**src/rtl/crc16_fcs_pkg.sv**
```systemverilog
package crc16_fcs_pkg;

   // Frame phase of the serial engine
   typedef enum logic [1:0] {
      PH_IDLE = 2'd0,   // no frame open
      PH_MSG  = 2'd1,   // taking message bits
      PH_FCS  = 2'd2    // shifting out the remainder
   } phase_e;

endpackage

```
**src/rtl/crc16_lfsr.sv**
```systemverilog
// One division step of the serial CRC register.
// Feeding din_i = cur_i[W-1] cancels the feedback and turns the step
// into a plain left shift, which is how the remainder is drained.
module crc16_lfsr #(
   parameter int unsigned    W    = 16,
   parameter logic [W-1:0]   POLY = 16'h8005
) (
   input  logic [W-1:0] cur_i,
   input  logic         din_i,
   output logic [W-1:0] nxt_o
);

   logic fb;
   assign fb = cur_i[W-1] ^ din_i;

   generate
      for (genvar k = 0; k < W; k++) begin : g_stage
         if (k == 0) begin : g_first
            assign nxt_o[0] = POLY[0] & fb;
         end else begin : g_rest
            assign nxt_o[k] = cur_i[k-1] ^ (POLY[k] & fb);
         end
      end
   endgenerate

endmodule

```
**src/rtl/crc16_ctrl.sv**
```systemverilog
// Frame sequencer: opens frames, qualifies bits, times the drain.
module crc16_ctrl
   import crc16_fcs_pkg::*;
#(
   parameter int unsigned W = 16
) (
   input  logic   clk_i,
   input  logic   rst_ni,
   input  logic   sof_i,
   input  logic   chk_mode_i,
   input  logic   bit_vld_i,
   input  logic   eof_i,
   output phase_e phase_o,
   output logic   mode_o,
   output logic   open_o,
   output logic   take_o,
   output logic   fin_o
);

   localparam int unsigned CW = (W > 1) ? $clog2(W) : 1;
   localparam logic [CW-1:0] LAST = CW'(W - 1);

   phase_e        phase_q, phase_d;
   logic          mode_q;
   logic [CW-1:0] cnt_q;
   logic          busy;

   assign busy   = (phase_q == PH_FCS);
   assign open_o = sof_i && !busy;
   assign take_o = !sof_i && bit_vld_i && (phase_q == PH_MSG);
   assign fin_o  = take_o && eof_i;

   always_comb begin
      phase_d = phase_q;
      if (open_o) begin
         phase_d = PH_MSG;
      end else if (fin_o) begin
         phase_d = mode_q ? PH_IDLE : PH_FCS;
      end else if (busy && (cnt_q == LAST)) begin
         phase_d = PH_IDLE;
      end
   end

   always_ff @(posedge clk_i or negedge rst_ni) begin
      if (!rst_ni) begin
         phase_q <= PH_IDLE;
         mode_q  <= 1'b0;
         cnt_q   <= '0;
      end else begin
         phase_q <= phase_d;
         if (open_o) begin
            mode_q <= chk_mode_i;
         end
         if (fin_o) begin
            cnt_q <= '0;
         end else if (busy) begin
            cnt_q <= cnt_q + 1'b1;
         end
      end
   end

   assign phase_o = phase_q;
   assign mode_o  = mode_q;

endmodule

```
**src/rtl/crc16_fcs_gen.sv**
```systemverilog
// Serial CRC generator with systematic append and zero-remainder check.
module crc16_fcs_gen
   import crc16_fcs_pkg::*;
#(
   parameter int unsigned          WIDTH = 16,
   parameter logic [WIDTH-1:0]     POLY  = 16'h8005
) (
   input  logic clk_i,
   input  logic rst_ni,
   input  logic chk_mode_i,
   input  logic sof_i,
   input  logic bit_vld_i,
   input  logic bit_i,
   input  logic eof_i,
   output logic out_vld_o,
   output logic out_bit_o,
   output logic busy_o,
   output logic chk_done_o,
   output logic crc_ok_o
);

   // Elaboration-time parameter checks
   generate
      if (WIDTH < 2) begin : g_bad_width
         $error("crc16_fcs_gen: WIDTH must be at least 2");
      end
      if (POLY[0] != 1'b1) begin : g_bad_poly
         $error("crc16_fcs_gen: generator must have a constant term");
      end
   endgenerate

   phase_e           phase;
   logic             mode, open_frame, take, fin, busy;
   logic [WIDTH-1:0] crc_q, crc_nxt;
   logic             step_din;
   logic             out_vld_q, out_bit_q, done_q, ok_q;

   crc16_ctrl #(.W(WIDTH)) u_ctrl (
      .clk_i      (clk_i),
      .rst_ni     (rst_ni),
      .sof_i      (sof_i),
      .chk_mode_i (chk_mode_i),
      .bit_vld_i  (bit_vld_i),
      .eof_i      (eof_i),
      .phase_o    (phase),
      .mode_o     (mode),
      .open_o     (open_frame),
      .take_o     (take),
      .fin_o      (fin)
   );

   assign busy     = (phase == PH_FCS);
   assign step_din = busy ? crc_q[WIDTH-1] : bit_i;

   crc16_lfsr #(.W(WIDTH), .POLY(POLY)) u_lfsr (
      .cur_i (crc_q),
      .din_i (step_din),
      .nxt_o (crc_nxt)
   );

   always_ff @(posedge clk_i or negedge rst_ni) begin
      if (!rst_ni) begin
         crc_q     <= '0;
         out_vld_q <= 1'b0;
         out_bit_q <= 1'b0;
         done_q    <= 1'b0;
         ok_q      <= 1'b0;
      end else begin
         if (open_frame) begin
            crc_q <= '0;
         end else if (take || busy) begin
            crc_q <= crc_nxt;
         end

         out_vld_q <= busy || (take && !mode);
         if (busy) begin
            out_bit_q <= crc_q[WIDTH-1];
         end else if (take && !mode) begin
            out_bit_q <= bit_i;
         end else begin
            out_bit_q <= 1'b0;
         end

         done_q <= fin && mode;
         if (open_frame) begin
            ok_q <= 1'b0;
         end else if (fin && mode) begin
            ok_q <= (crc_nxt == '0);
         end
      end
   end

   assign out_vld_o  = out_vld_q;
   assign out_bit_o  = out_bit_q;
   assign busy_o     = busy;
   assign chk_done_o = done_q;
   assign crc_ok_o   = ok_q;

endmodule

```
**config.mk**
```make
export PLATFORM = sky130hd
export DESIGN_NAME = crc16_fcs_gen
export DESIGN_NICKNAME = d
export VERILOG_FILES = /design/src/rtl/crc16_fcs_pkg.sv /design/src/rtl/crc16_lfsr.sv /design/src/rtl/crc16_ctrl.sv /design/src/rtl/crc16_fcs_gen.sv
export SDC_FILE = /design/constraint.sdc
export NUM_CORES = 1
export LEC_CHECK = 0
export ABC_AREA = 1
export BUFFER_PORTS_ARGS = -buffer_cell sky130_fd_sc_hd__buf_4
export CAP_MARGIN = 10
export CORE_MARGIN = 2
export CORE_UTILIZATION = 40
export CTS_BUF_LIST = sky130_fd_sc_hd__clkbuf_8
export DETAILED_ROUTE_END_ITERATION = 6
export PLACE_DENSITY_LB_ADDON = 0.25
export SLEW_MARGIN = 15
export SYNTH_ARGS = -nofsm -noshare
export SYNTH_HDL_FRONTEND = slang
export SYNTH_SLANG_ARGS = --single-unit
```
**constraint.sdc**
```tcl
create_clock -name clk_i -period 1.35 [get_ports clk_i]
set_input_delay 0.405 -clock clk_i [delete_from_list [all_inputs] [get_ports clk_i]]
set_output_delay 0.405 -clock clk_i [all_outputs]
set_load 0.005 [all_outputs]
```
# After elaboration in Yosys (flattened, before gate mapping)
# Cells that the tools add are included.
[totals]
regBits = 27
input_bits = 7
output_inout_bits = 5
wordCells = 45
[op_classes]
addsub = 1
n_eq_ne = 3
mux = 13
bitwise = 3
reduce_logical = 17
[op_table]
columns = ["op", "n"]
rows = [
  ["two-way mux 16 bit", 2],
  ["logical NOT 16 bit", 1],
  ["two-way mux 2 bit", 4],
  ["two-way mux 4 bit", 2],
  ["logical AND 1 bit", 7],
  ["nonzero test 2 bit", 3],
  ["two-way mux 1 bit", 5],
  ["adder 4 x 1 -> 4 bit, second input constant", 1],
  ["== test 4 bit, second input constant", 1],
  ["logical NOT 1 bit", 3],
  ["nonzero test 3 bit", 1],
  ["XOR 1 bit", 3],
  ["== test 2 x 1 -> 1 bit, second input constant", 1],
  ["== test 2 bit, second input constant", 1],
  ["logical OR 1 bit", 2],
]

# Logic depth before layout (Yosys ltp)
# Gate-level depths: netlist of run 1.
[logic_depth]
word_depth = 7
depth_mapped = 8
mapped_depth_nobuf = 8

# Hierarchy
# Synthesis of run 1 repeated with hierarchy kept, for this count alone.
[unflattened]
hier_cells = 183
hier_area_um2 = 1537.7
[modules_own_cells]
columns = ["mod", "instances", "cells_each", "area_per_inst_um2", "seq_area_each_um2"]
rows = [
  ["crc16_fcs_gen", 1, 104, 984.7, 500.5],
  ["crc16_ctrl", 1, 50, 386.6, 175.2],
  ["crc16_lfsr", 1, 29, 166.4, 0.0],
]

# Least setup slack after synthesis of run 1
# No wires, ideal clock.
[synth_path]
path_type = "register -> register"
startpoint = "reg u_ctrl.phase_q[1], in the netlist u_ctrl.phase_o[1]"
endpoint = "reg crc_q[11]"
setup_time_ps = 121
t_arrival_ps = 1047
required_time_ps = 1229
slack_ps = 183
path_stages_with_launch = 7
n_path_buf = 1
synth_period_minus_slack_ps = 1167
path_cell_list = "dfrtp_1 -> nor2_2 -> nand2_2 -> nand2_4 -> nor2_4 -> buf_6 -> a22o_1"
[synth_between]
elab_chain_cells = 4
elab_cells_between_ends = 8
classes_between = "eq/ne (2); mux (1); reduce/logical (5)"
[synth_rtl]
columns = ["item", "line_no", "text"]
rows = [
  ["start: declaration", "crc16_ctrl.sv:23", "phase_e phase_q, phase_d;"],
  ["start signal: assignment", "crc16_ctrl.sv:50", "phase_q <= phase_d;"],
  ["== test 2 bit / == test 2 x 1 -> 1 bit (equally long branches)", "crc16_ctrl.sv:28, crc16_fcs_gen.sv:52, crc16_ctrl.sv:30", ""],
  ["logical NOT 1 bit / logical AND 1 bit (equally long branches)", "crc16_ctrl.sv:29, crc16_ctrl.sv:30", ""],
  ["logical AND 1 bit / logical OR 1 bit (equally long branches)", "crc16_ctrl.sv:29, crc16_fcs_gen.sv:71", ""],
  ["two-way mux 16 bit / nonzero test 2 bit (equally long branches)", "--", ""],
  ["end signal: assignment", "crc16_fcs_gen.sv:72", "crc_q <= crc_nxt;"],
  ["end: declaration", "crc16_fcs_gen.sv:34", "logic [WIDTH-1:0] crc_q, crc_nxt;"],
]
# Parallel ways exist; a longest one is shown, timed or not.
# A chain may end at the register's enable or synchronous reset.

# Worst setup path after layout of run 1
[layout_path]
startpoint = "reg u_ctrl.phase_q[0], in the netlist u_ctrl.phase_o[0]"
endpoint = "out busy_o"
[layout_between]
elab_chain_cells = 1
[layout_rtl]
columns = ["item", "line_no", "text"]
rows = [
  ["== test 2 bit", "crc16_fcs_gen.sv:52", "assign busy = (phase == PH_FCS);"],
  ["end: declaration", "crc16_fcs_gen.sv:17", "output logic busy_o,"],
]
# Every way passes these cells.

==> flow_summary.json, run 1 <==
{
  "outcome": "finished, violations left",
  "failed_checks": "DRC, setup timing",
  "crit_type": "flop to primary output",
  "reg2reg_depth": 5,
  "vias": 908,
  "synth_area_mm2": 0.00120,
  "r2r_slack_ps": 70,
  "grt.met1_usage": 0.192,
  "portBuffers": 11,
  "fp.dieH_um": 58.7,
  "synth_cells": 128,
  "area_growth_pct": 19.9,
  "fillCellCount": 247,
  "cap_violations": 0,
  "reg2reg_from": "u_ctrl.phase_o[1]",
  "drt-total-wl_mm": 2.22,
  "path_clk_slew_ps": 100,
  "wl_per_cell_um": 12.5,
  "yosys_warnings": 0,
  "cts_root_buf": "clkbuf_8",
  "grt_pass1_wl_mm": 3.86,
  "met3_usage": 0.0264,
  "top_usage_layer": "met2",
  "rsz0062_at_grt": "yes",
  "dieArea_mm2": 0.00345,
  "p_leak_nw": 0.786,
  "crit_required_ps": 950,
  "drive_gt1_frac": 0.218,
  "setup_viol": 1,
  "cts_made_buffers": 3,
  "grt_max_degree": 28,
  "die-width_um": 58.7,
  "hold_buffers": 0,
  "reg2reg_to": "crc_q[7]",
  "overflow": 0,
  "p_total_mw": 1.51,
  "hold_viol_final": 0,
  "start_kind": "flop",
  "setup_ws_ps": -4.06,
  "crit_chain": "inv_2, nand2_4, inv_4, buf_6",
  "gp_congestion": 0.880,
  "synth_seq_cells": 27,
  "via_per_inst": 5.10,
  "diodes": 0,
  "ios": 12,
  "slowest_delay_ps": 400,
  "cp_top_family": "flip-flops",
  "antenna_found_initial": 0,
  "multiInputGateArea_um2": 455,
  "fp-row-count": 19,
  "seq_area_um2": 676,
  "cts_tree": "done",
  "cts_sinks": 27,
  "start_util": 0.427,
  "synthDistinctLibCells": 21,
  "hpwl_mm": 1.47,
  "clk_latency_ps": 270,
  "finalNetCount": 156,
  "grt_pass1_vias": 893,
  "report.final.slew_viol_count": 0,
  "h-tree-depth": 1,
  "clock_path_buffers": 2,
  "seq_area_frac_synth": 0.564,
  "synth_nets": 136,
  "max_freq_mhz": 739,
  "grt.total_usage": 0.145,
  "drc_errors": 3,
  "end_kind": "primary output",
  "core_mm2": 0.00281,
  "drtIter0Drc": 43,
  "cp_max_fo": 2,
  "final_cells": 178,
  "tightestPinTransition_ps": 332,
  "post-route-util": 0.512,
  "crit_buf_inv": 3,
  "slowest_stage": "dfrtp_1",
  "hp-class": "primary input to asynchronous set/reset pin",
  "ant_nets": 0,
  "arrival_ps": 950,
  "preCtsSetupSlack_ps": 23.4,
  "slew_headroom": 0.779,
  "avgSynthCellArea_um2": 9.36,
  "grt.met2_usage": 0.237,
  "vdd_drop_max_mv": 0.335,
  "hold_ws_ps": 24.1,
  "dpl.cell_count": 170,
  "fin_crit_sh": 1.00,
  "startpoint": "u_ctrl.phase_o[0]",
  "p_per_area_mw_per_mm2": 1050,
  "fin_crit_ps": 1350,
  "dr.pass1.iters": 6,
  "finClkSkew_ps": 11.4
}
## per-stage QoR
| stage | TNS (ps) | instance area, µm² |
|---|---|---|
| 3_5_place_dp | 0 | 1340 |
| 4_1_cts | -13.0 | 1430 |
| 2_1_floorplan | 0 | 1200 |
| 5_1_grt | -95.5 | 1440 |
| 3_3_place_gp | 0 | 1340 |
| 6_report | -4.06 | 1440 |
## registers in the layout (all words and copies together) (netlist names)
signal          flops
crc_ok_o            1
u_ctrl.phase_o      2
u_ctrl.cnt_q        4
u_ctrl.mode_o       1
out_bit_o           1
crc_q              16
out_vld_o           1
chk_done_o          1
## final cells by class
type,count,area share
multi-input cells,84,0.317
flip-flops and latches,27,0.470
well taps,31,0.0270
inverters,14,0.0383
clock inverters,1,0.00522
repair buffers,18,0.114
clock buffers,3,0.0287
## synth_stat cells
| master | n | area share |
|---|---|---|
| nand2_1 | 31 | 0.097 |
| dfrtp_1 | 27 | 0.56 |
| nor2_1 | 17 | 0.053 |
| inv_1 | 14 | 0.044 |
| a22o_1 | 12 | 0.088 |
| nand3_1 | 5 | 0.021 |
| o21ai_0 | 4 | 0.017 |
| buf_6 | 2 | 0.019 |
| nand2_2 | 2 | 0.010 |
| nand3b_1 | 2 | 0.013 |
| nand4_1 | 2 | 0.010 |
| a21oi_1 | 1 | 0.0042 |
| buf_2 | 1 | 0.0042 |
| ha_1 | 1 | 0.010 |
| nand2_4 | 1 | 0.0094 |
| nor2_2 | 1 | 0.0052 |
| nor2_4 | 1 | 0.0094 |
| nor3_1 | 1 | 0.0042 |
| o22ai_1 | 1 | 0.0052 |
| or2_2 | 1 | 0.0052 |
| xor2_1 | 1 | 0.0073 |
## kinds of logic after synthesis
family,Yosys count,synth area share
buffers and inverters,17,0.0668
AND/OR/NAND/NOR,64,0.238
adder cells (fa/ha/maj),1,0.0104
AO/OA/AOI/OAI,18,0.114
XOR/XNOR,1,0.00731
flip-flops,27,0.564
## layer usage
layer / vias up / part of all wire
li1: 454 / -
met1: 438 / 0.49
met2: 14 / 0.47
met3: 2 / 0.033
met4: 0 / 0.0099
met5: - / 0
## power by group
group	total [mW]	switching (mW)	leakage, nW	internal [mW]
clock	0.459	0.250	0.0217	0.209
combinational	0.184	0.106	0.398	0.0786
sequential	0.863	0.0252	0.366	0.838
## layout by cell type (no fill, tap or decap), types with 2 or more instances in the layout
cell / n
clkbuf_8: 3
nand3b_1: 2
buf_4: 15
dfrtp_1: 27
o21ai_0: 4
nand2_4: 2
nand3_1: 5
a22o_1: 12
nand2_1: 31
nand4_1: 2
inv_1: 12
nor2_1: 16
nor2_2: 2
buf_12: 2
## timing repair
| action | CTS | global route |
|---|---|---|
| buffers inserted | 4 | 0 |
| pin swaps | 1 | 1 |
| resized for setup | 4 | 3 |
| endpoints found under the setup margin | 1 | 7 |
## worst reg2reg max path, stage by stage (launching register included)
cell,delay [ps]
dfrtp_1,440
nand2_4,100
buf_4,180
nand2_4,80
buf_12,150
a22o_1,230
## worst max-delay path by stage
stage	end	slack (ps)	depth (start not counted)
after detailed placement	u_ctrl.phase_o[0]	20	7
after global routing	busy_o	-50	4
after CTS	busy_o	-10	4
after floorplan	crc_q[11]	180	6
final	busy_o	-4	4
after global placement	crc_ok_o	60	8
Power figures use the tool's default switching activity.
==> run 2: changes to the inputs <==
Settings changed: CELL_PAD_IN_SITES_DETAIL_PLACEMENT from default to 1, CELL_PAD_IN_SITES_GLOBAL_PLACEMENT from default to 1.
==> run 2 against run 1 <==
  * Critical path type unchanged
  * The run still ends with DRC, setup timing left
  * Fmax decreased by 0.44%
  * Register-to-register slack got worse by 30 ps
  * Highest routed layer unchanged
  * Sequential share of layout area decreased by 1.5 points
  * Design area increased by 3.5%
==> flow_summary.json, run 2 (synthesis results as in run 1) <==
{
  "die-width_um": 58.7,
  "multiInputGateArea_um2": 480,
  "start_util": 0.427,
  "failed_checks": "DRC, setup timing",
  "end_kind": "primary output",
  "clk_latency_ps": 280,
  "grt_pass1_vias": 1020,
  "start_kind": "flop",
  "reg2reg_depth": 6,
  "cts_root_buf": "clkbuf_8",
  "fp.dieH_um": 58.7,
  "p_per_area_mw_per_mm2": 1030,
  "grt_max_degree": 28,
  "cts_tree": "done",
  "slew_headroom": 0.777,
  "final_cells": 181,
  "finalNetCount": 159,
  "hpwl_mm": 1.76,
  "reg2reg_from": "u_ctrl.phase_o[1]",
  "clock_path_buffers": 2,
  "cp_top_family": "flip-flops",
  "r2r_slack_ps": 40,
  "p_leak_nw": 0.811,
  "dr.pass1.iters": 6,
  "top_register": "crc_q",
  "drive_gt1_frac": 0.273,
  "path_clk_slew_ps": 90,
  "fin_crit_sh": 1.01,
  "max_freq_mhz": 735,
  "wl_per_cell_um": 14.0,
  "grt_pass1_wl_mm": 4.46,
  "drt-total-wl_mm": 2.54,
  "seq_area_um2": 677,
  "ios": 12,
  "fp-row-count": 19,
  "hp-class": "primary input to asynchronous set/reset pin",
  "final_common_cell": "nand2_1",
  "report.final.slew_viol_count": 0,
  "cp_max_fo": 3,
  "hold_viol_final": 0,
  "setup_viol": 1,
  "preCtsSetupSlack_ps": -2.94,
  "core_mm2": 0.00281,
  "drc_errors": 1,
  "slowest_delay_ps": 450,
  "vdd_drop_max_mv": 0.481,
  "slowest_stage": "dfrtp_2",
  "p_total_mw": 1.53,
  "area_growth_pct": 24.1,
  "cap_violations": 0,
  "gp_congestion": 0.810,
  "cts_sinks": 27,
  "crit_type": "flop to primary output",
  "crit_required_ps": 950,
  "finClkSkew_ps": 6.61,
  "outcome": "finished, violations left",
  "fillCellCount": 334,
  "hold_ws_ps": 19.8,
  "hold_buffers": 0,
  "rsz0062_at_grt": "yes",
  "fin_crit_ps": 1360,
  "final_cell_mix": "30 x nand2_1, 26 x dfrtp_1, 17 x buf_4, 15 x nor2_1, 12 x a22o_1",
  "reg2reg_to": "crc_q[6]",
  "diodes": 0,
  "largest_reg_flops": 16,
  "tightestPinTransition_ps": 335,
  "dieArea_mm2": 0.00345,
  "portBuffers": 11,
  "dpl.cell_count": 170,
  "overflow": 0,
  "arrival_ps": 960,
  "crit_buf_inv": 2,
  "ant_nets": 0,
  "grt.total_usage": 0.172,
  "setup_ws_ps": -10.1,
  "crit_chain": "nand2_4, inv_2, buf_6",
  "vias": 940,
  "via_per_inst": 5.19,
  "antenna_found_initial": 0,
  "h-tree-depth": 1,
  "cts_made_buffers": 3,
  "drtIter0Drc": 41
}
[run 2: changes by cell type in the layout (fill, tap and decap cells not counted), sizes merged]
cell  delta
buf      +3
[run 2: worst max path at each step]
stage	startpoint	end	slack [ps]	depth (start not counted)
2_1_floorplan	u_ctrl.phase_o[1]	crc_q[11]	180	6
3_3_place_gp	sof_i	crc_ok_o	50	8
3_5_place_dp	sof_i	u_ctrl.phase_o[0]	-3	7
4_1_cts	u_ctrl.phase_o[0]	busy_o	-10	4
5_1_grt	u_ctrl.phase_o[0]	busy_o	-50	4
6_report	u_ctrl.phase_o[1]	busy_o	-10	3
[run 2: cell type report]
cell class | count | area share
repair buffers | 21 | 0.128
clock inverters | 1 | 0.00505
clock buffers | 3 | 0.0278
well taps | 31 | 0.0261
flip-flops and latches | 27 | 0.455
inverters | 14 | 0.0353
multi-input cells | 84 | 0.323
[run 2: routing by layer]
metal	GRT usage	part of all wire	vias up
met5	0	0	-
met4	0.0682	0.015	0
met3	0.0286	0.038	3
met2	0.306	0.52	13
met1	0.205	0.42	469
li1	-	-	455
[run 2: timing repair]
action / in CTS / in global routing
setup buffers: 6 / 1
pin swaps: 1 / 4
resized for setup: 4 / 11
cloned: 0 / 0
setup endpoints to repair: 1 / 10
[run 2: worst register-to-register path: stages (launching register included)]
cell and delay, ps:
dfrtp_2 450, nor2_2 190, nand2_4 90, nand2_4 100, nor2_4 40, buf_12 140, a22o_1 180
[run 2: report_power, final]
part | total, mW | internal, mW | switching [mW] | leakage (nW)
Sequential | 0.863 | 0.838 | 0.0245 | 0.364
Clock | 0.464 | 0.210 | 0.254 | 0.0217
Combinational | 0.205 | 0.0886 | 0.117 | 0.425
Total | 1.53 | 1.14 | 0.395 | 0.811
[run 2: stage by stage]
step                 util  area, µm²  setup TNS [ps]
global placement    0.478       1340               0
global route        0.530       1490            -145
CTS                 0.514       1440           -14.2
finish              0.530       1490           -10.1
detailed placement  0.478       1340           -2.94
floorplan               -       1200               0
